`config.mk`:
```
export PLATFORM = sky130hd
export DESIGN_NAME = baud_gen
export DESIGN_NICKNAME = d
export VERILOG_FILES = /design/src/rtl/baud_gen_pkg.sv /design/src/rtl/baud_gen_edge.sv /design/src/rtl/baud_gen_core.sv /design/src/rtl/baud_gen.sv
export SDC_FILE = /design/constraint.sdc
export NUM_CORES = 1
export LEC_CHECK = 0
export BUFFER_PORTS_ARGS = -buffer_cell sky130_fd_sc_hd__buf_2
export CAP_MARGIN = 20
export CORE_MARGIN = 3
export CORE_UTILIZATION = 40
export DETAILED_ROUTE_END_ITERATION = 8
export HOLD_SLACK_MARGIN = 0.05
export PLACE_DENSITY_LB_ADDON = 0.1
export SYNTH_ARGS = -nofsm -noshare
export SYNTH_HDL_FRONTEND = slang
export SYNTH_SLANG_ARGS = --single-unit
```
`constraint.sdc`:
```
create_clock -name clk -period 2.9 [get_ports clk]
set_clock_uncertainty 0.15 [all_clocks]
set_input_delay 0.435 -clock clk [delete_from_list [all_inputs] [get_ports clk]]
set_output_delay 0.435 -clock clk [all_outputs]
set_load 0.02 [all_outputs]
```
`src/rtl/baud_gen_pkg.sv`:
```
package baud_gen_pkg;

    typedef enum logic [1:0] {
        ST_RESET = 2'd0,
        ST_RUN   = 2'd1,
        ST_HOLD  = 2'd2
    } bg_state_e;

endpackage

```
`src/rtl/baud_gen_edge.sv`:
```
// Synchronizes every candidate source, picks one, and pulses on either edge.
module baud_gen_edge #(
    parameter int NUM_SRC     = 3,
    parameter int SEL_W       = 2,
    parameter int SYNC_STAGES = 2
) (
    input  logic               clk,
    input  logic               rst_n,
    input  logic [NUM_SRC-1:0] src_i,
    input  logic [SEL_W-1:0]   sel_i,
    output logic               src_ok_o,
    output logic               tick_o
);
    localparam logic [SEL_W-1:0] SEL_LIMIT = SEL_W'(NUM_SRC);

    logic [NUM_SRC-1:0] synced;
    logic               cur;
    logic               prev_q;

    for (genvar g = 0; g < NUM_SRC; g++) begin : g_sync
        logic [SYNC_STAGES-1:0] chain_q;
        always_ff @(posedge clk or negedge rst_n) begin
            if (!rst_n) chain_q <= '0;
            else        chain_q <= {chain_q[SYNC_STAGES-2:0], src_i[g]};
        end
        assign synced[g] = chain_q[SYNC_STAGES-1];
    end

    assign src_ok_o = (sel_i < SEL_LIMIT);

    always_comb begin
        cur = 1'b0;
        for (int i = 0; i < NUM_SRC; i++) begin
            if (sel_i == SEL_W'(i)) cur = synced[i];
        end
    end

    always_ff @(posedge clk or negedge rst_n) begin
        if (!rst_n) prev_q <= 1'b0;
        else        prev_q <= cur;
    end

    assign tick_o = cur ^ prev_q;

    // a reserved code held for two cycles yields no edge pulse
    a_r5_no_tick_reserved: assert property (@(posedge clk) disable iff (!rst_n)
        (!src_ok_o && !$past(src_ok_o)) |-> !tick_o);

endmodule

```
`src/rtl/baud_gen_core.sv`:
```
// Three-state controller plus the reloadable down counter and output toggle.
module baud_gen_core
    import baud_gen_pkg::*;
#(
    parameter int DIV_W = 12
) (
    input  logic             clk,
    input  logic             rst_n,
    input  logic             soft_rst_i,
    input  logic             cnt_en_i,
    input  logic             src_ok_i,
    input  logic             tick_i,
    input  logic [DIV_W-1:0] div_i,
    output logic             out_o
);
    bg_state_e        state_q, state_d;
    logic [DIV_W-1:0] cnt_q;
    logic             out_q;
    logic             go;

    assign go = cnt_en_i && src_ok_i;

    always_comb begin
        state_d = state_q;
        if (soft_rst_i) begin
            state_d = ST_RESET;
        end else begin
            unique case (state_q)
                ST_RESET: state_d = go ? ST_RUN : ST_HOLD;
                ST_RUN:   if (!go) state_d = ST_HOLD;
                ST_HOLD:  if (go)  state_d = ST_RUN;
                default:  state_d = ST_RESET;
            endcase
        end
    end

    always_ff @(posedge clk or negedge rst_n) begin
        if (!rst_n) state_q <= ST_RESET;
        else        state_q <= state_d;
    end

    always_ff @(posedge clk or negedge rst_n) begin
        if (!rst_n) begin
            out_q <= 1'b1;
            cnt_q <= '0;
        end else if (soft_rst_i || state_q == ST_RESET) begin
            out_q <= 1'b1;
            cnt_q <= div_i;
        end else if (state_q == ST_RUN && tick_i) begin
            if (cnt_q == '0) begin
                out_q <= ~out_q;
                cnt_q <= div_i;
            end else begin
                cnt_q <= cnt_q - DIV_W'(1);
            end
        end
    end

    assign out_o = out_q;

    // soft reset forces the output high on the next cycle
    a_r1_soft_high: assert property (@(posedge clk) disable iff (!rst_n)
        soft_rst_i |=> out_q);

    // no output movement while held
    a_r6_hold_steady: assert property (@(posedge clk) disable iff (!rst_n)
        (state_q == ST_HOLD && !soft_rst_i) |=> $stable(out_q));

    // an output change must come from a counted edge at terminal count
    a_r2_toggle_at_zero: assert property (@(posedge clk) disable iff (!rst_n)
        (!$stable(out_q) && !$past(soft_rst_i)) |-> $past(tick_i && cnt_q == '0));

    // reload takes the divide value present at the reload edge
    a_r7_reload_value: assert property (@(posedge clk) disable iff (!rst_n)
        (state_q == ST_RUN && tick_i && cnt_q == '0 && !soft_rst_i)
            |=> (cnt_q == $past(div_i)));

endmodule

```
`src/rtl/baud_gen.sv`:
```
module baud_gen #(
    parameter int DIV_W       = 12,
    parameter int SEL_W       = 2,
    parameter int NUM_SRC     = 3,
    parameter int SYNC_STAGES = 2
) (
    input  logic             clk,
    input  logic             rst_n,
    input  logic             src_int_i,
    input  logic             src_ext1_i,
    input  logic             src_ext2_i,
    input  logic             soft_rst_i,
    input  logic             cnt_en_i,
    input  logic [SEL_W-1:0] src_sel_i,
    input  logic [DIV_W-1:0] div_val_i,
    output logic             baud_o
);
    logic [NUM_SRC-1:0] src_vec;
    logic               src_ok;
    logic               tick;

    assign src_vec = NUM_SRC'({src_ext2_i, src_ext1_i, src_int_i});

    baud_gen_edge #(
        .NUM_SRC    (NUM_SRC),
        .SEL_W      (SEL_W),
        .SYNC_STAGES(SYNC_STAGES)
    ) u_edge (
        .clk     (clk),
        .rst_n   (rst_n),
        .src_i   (src_vec),
        .sel_i   (src_sel_i),
        .src_ok_o(src_ok),
        .tick_o  (tick)
    );

    baud_gen_core #(
        .DIV_W(DIV_W)
    ) u_core (
        .clk       (clk),
        .rst_n     (rst_n),
        .soft_rst_i(soft_rst_i),
        .cnt_en_i  (cnt_en_i),
        .src_ok_i  (src_ok),
        .tick_i    (tick),
        .div_i     (div_val_i),
        .out_o     (baud_o)
    );

endmodule

```
==> metrics.md <==
| Metric | Value |
|---|---|
| Outcome | finished clean |
| Die ar. | 3980 um^2 |
| CP Class | reg -> reg |
| Core area | 3078 um^2 |
| Root Driver | clkbuf_4 |
| Initial DRC count | 63 |
| Combinational Power Share | 17.2% |
| Switching pwr | 0.2005 mW |
| Yosys top cell area share | 40.31% |
| Worst Path Arrival | 2.38 ns |
| Sink Count | 22 |
| Slew margin rel. | 67.06% |
| Max_cap viols | 0 |
| Worst-path fanout max | 10 |
| Die height | 63.09 um |
| Hold Vio Cnt, Final | 0 |
| Cell variety after synth | 48 |
| Initial antenna violation count | 0 |
| Final core area utilization | 49.23% |
| H-tree levels | 1 |
| Post-CTS resize count | 0 |
| Min-delay worst type | in -> reg |
| Top cell type by total area after synthesis | dfrtp_1 |
| Number of buffers created by CTS | 3 |
| Number of flops mapped to enable cells by yosys | 0 |
| Switching power share of the total | 27.38% |
| Die width | 63.09 um |
| Synthesized net count | 152 |
| Most used DFF post-synth | dfrtp_1 |
| Clock network power share | 32.9% |
| DR DRC count | 0 |
| Seq/Total Area, Yosys | 42.32% |
| # nets final | 177 |
| CP required | 2.96 ns |
| Drt first pass iters | 4 |
| Grt total ovfl | 0 |
| ANT cells | 0 |
| Maximum VDD drop | 0.2486 mV |
| Sequential share of power | 50.0% |
| Worst-case clock buffer depth | 2 |
| Post-Synthesis Cells | 129 |
| Leakage power | 0.6304 nW |
| Max-slew violations | 0 |
| Multi-input logic area | 693.2 um^2 |
| Starting Density | 42.36% |
| Total chip power | 0.7323 mW |
| Max Fclk | 432.1 MHz |
| GRT Total Usage | 16.01% |
| Hpwl dp | 2178 um |
| Area of the mapped netlist | 1304 um^2 |
| CP startpoint kind | register |
| Routed Wire Length | 2957 um |
| CP endpoint kind | register |
| Pwr Density | 483.3 nW/um^2 |
| Area delta synth->final | 16.22% |
| Synthesis Warnings | 0 |
| Placer Congestion | 0.8297 |
| Port-buffer cells | 21 |
| RSZ-0062 raised after global routing | false |
| Largest net degree at the start of global routing | 23 |
| Int Power | 0.5318 mW |
| Register clock-pin slew on the reported worst setup and hold paths | 0.14 ns |
| Vias per cell | 5.599 |
| #FFs+latches synth | 22 |
| Routed WL per cell | 15.01 um |
| Final Cycle Share | 79.79% |
| FFs w/ async S/R, synth | 100.0% |
| Via count | 1,103 |
| Share of layout cells above drive strength 1 | 27.45% |
| First-pass GRT wire length | 5099 um |
| Final Setup Violations | 0 |
| Top cells by area, synth | dfrtp_1 (40%), o221a_2 (3.5%), nand2_1 (3.2%) |
| I/O Pins | 22 |
| Avg Inst Size Synth | 10.11 um^2 |
| Skew-Pair Late Insertion Delay | 0.32 ns |
| Fillers | 311 |
| Minimum clock period | 2.314 ns |
| Vias in the first global route | 1,113 |
| Register area | 551.8 um^2 |
| Worst-Margin Slew | 0.4941 ns |
| Post-DRT Antenna Nets | 0 |
| Num rows | 20 |
| Final setup TNS | 0 ns |
| FF-to-FF path depth | 6 |
| Commonest non-fill, non-tap cells in the layout | buf_2 (21), dfrtp_1 (21), nand2_1 (11), nor2_1 (11) |
| CTS tree | yes |
| Hold Path Depth | 1 |
## power groups by stage
stage               logic (mW)  clock network (mW)  registers [mW]
floorplan               0.0852                   0           0.363
global placement         0.122                   0           0.372
detailed placement       0.124                   0           0.371
CTS                      0.125               0.247           0.366
global route             0.141               0.255           0.370
finish                   0.126               0.241           0.366
## stage by stage
stage	hold slack, ns	cells	cell area [um^2]	worst slack [ns]
after global placement	0.1822	191	1443	0.7244
after global routing	0.05371	197	1515	0.2916
after CTS	0.05599	196	1505	0.6080
final	0.06893	197	1515	0.5859
after detailed placement	0.1847	191	1443	0.6343
after floorplan	-0.01059	129	1304	0.8968
## worst paths after layout
| path | from | to | slack (ns) |
|---|---|---|---|
| max | u_core.cnt_q[0] | u_core.cnt_q[6] | 0.59 |
| min | src_ext1_i | u_edge.g_sync[1].chain_q[0] | 0.07 |
| max reg2reg | u_core.cnt_q[0] | u_core.cnt_q[6] | 0.59 |
| min reg2reg | u_edge.g_sync[1].chain_q[0] | u_edge.g_sync[1].chain_q[1] | 0.21 |
| max in group asynchronous | rst_n | u_core.out_o | 1.80 |
| min in group asynchronous | rst_n | u_core.cnt_q[7] | 0.44 |
## logic make-up (layout without fill, tap and decap cells)
kind of cell / after synthesis / count (layout) / share of synthesized area (%)
AO/OA/AOI/OAI: 36 / 36 / 21.11
adder cells (fa/ha/maj): 2 / 2 / 1.919
buffers and inverters: 11 / 35 / 4.510
flip-flops: 22 / 22 / 42.32
multiplexers: 4 / 4 / 3.071
AND/OR/NAND/NOR: 54 / 54 / 27.06
## state kept, by name, indices dropped and copies added (netlist names)
| register | flops |
|---|---|
| u_core.out_o | 1 |
| u_core.cnt_q | 12 |
| u_edge.prev_q | 1 |
| u_core.state_q | 2 |
| u_edge.g_sync.chain_q | 6 |
## worst max-delay path, stage by stage (launching register included)
cell	delay [ns]
dfrtp_1	0.40
inv_1	0.17
ha_1	0.17
nor3b_1	0.36
nand4b_2	0.32
o21a_1	0.35
o221a_2	0.29
## per-layer routing
layer  vias up  wire, um  track usage, %
li1        538         -               -
met1       534      1441           22.81
met2        26      1343           24.77
met3         5       128           2.139
met4         0        43           5.785
met5         -         0               0
## synth_stat cells (2+ instances only)
| library cell | count |
|---|---|
| dfrtp_1 | 21 |
| nand2_1 | 11 |
| nor2_1 | 11 |
| inv_1 | 6 |
| o21ai_0 | 6 |
| a21oi_1 | 5 |
| mux2i_1 | 4 |
| nand3_1 | 4 |
| o221a_2 | 4 |
| a22oi_1 | 3 |
| nand4_1 | 3 |
| nor3_1 | 3 |
| o2bb2ai_1 | 3 |
| or3_1 | 3 |
| a211oi_1 | 2 |
| a22o_1 | 2 |
| buf_2 | 2 |
| buf_6 | 2 |
| ha_1 | 2 |
| nor4b_2 | 2 |
| o21a_1 | 2 |
| o21ai_1 | 2 |
## cell type report
cell class | instances | share of cell area, %
clock buffer | 3 | 1.486
clock inverter | 1 | 1.982
inverter | 6 | 1.486
multi-input combinational | 96 | 45.75
sequential | 22 | 36.42
tap | 44 | 3.633
timing repair buffer | 25 | 9.249
## repair_timing
item | in CTS | in global routing
endpoints found under the hold margin | 21 | 1
setup endpoints to repair | 0 | 0
hold buffers | 1 | 1
buffers inserted | 0 | 0
Power figures use the tool's default switching activity.
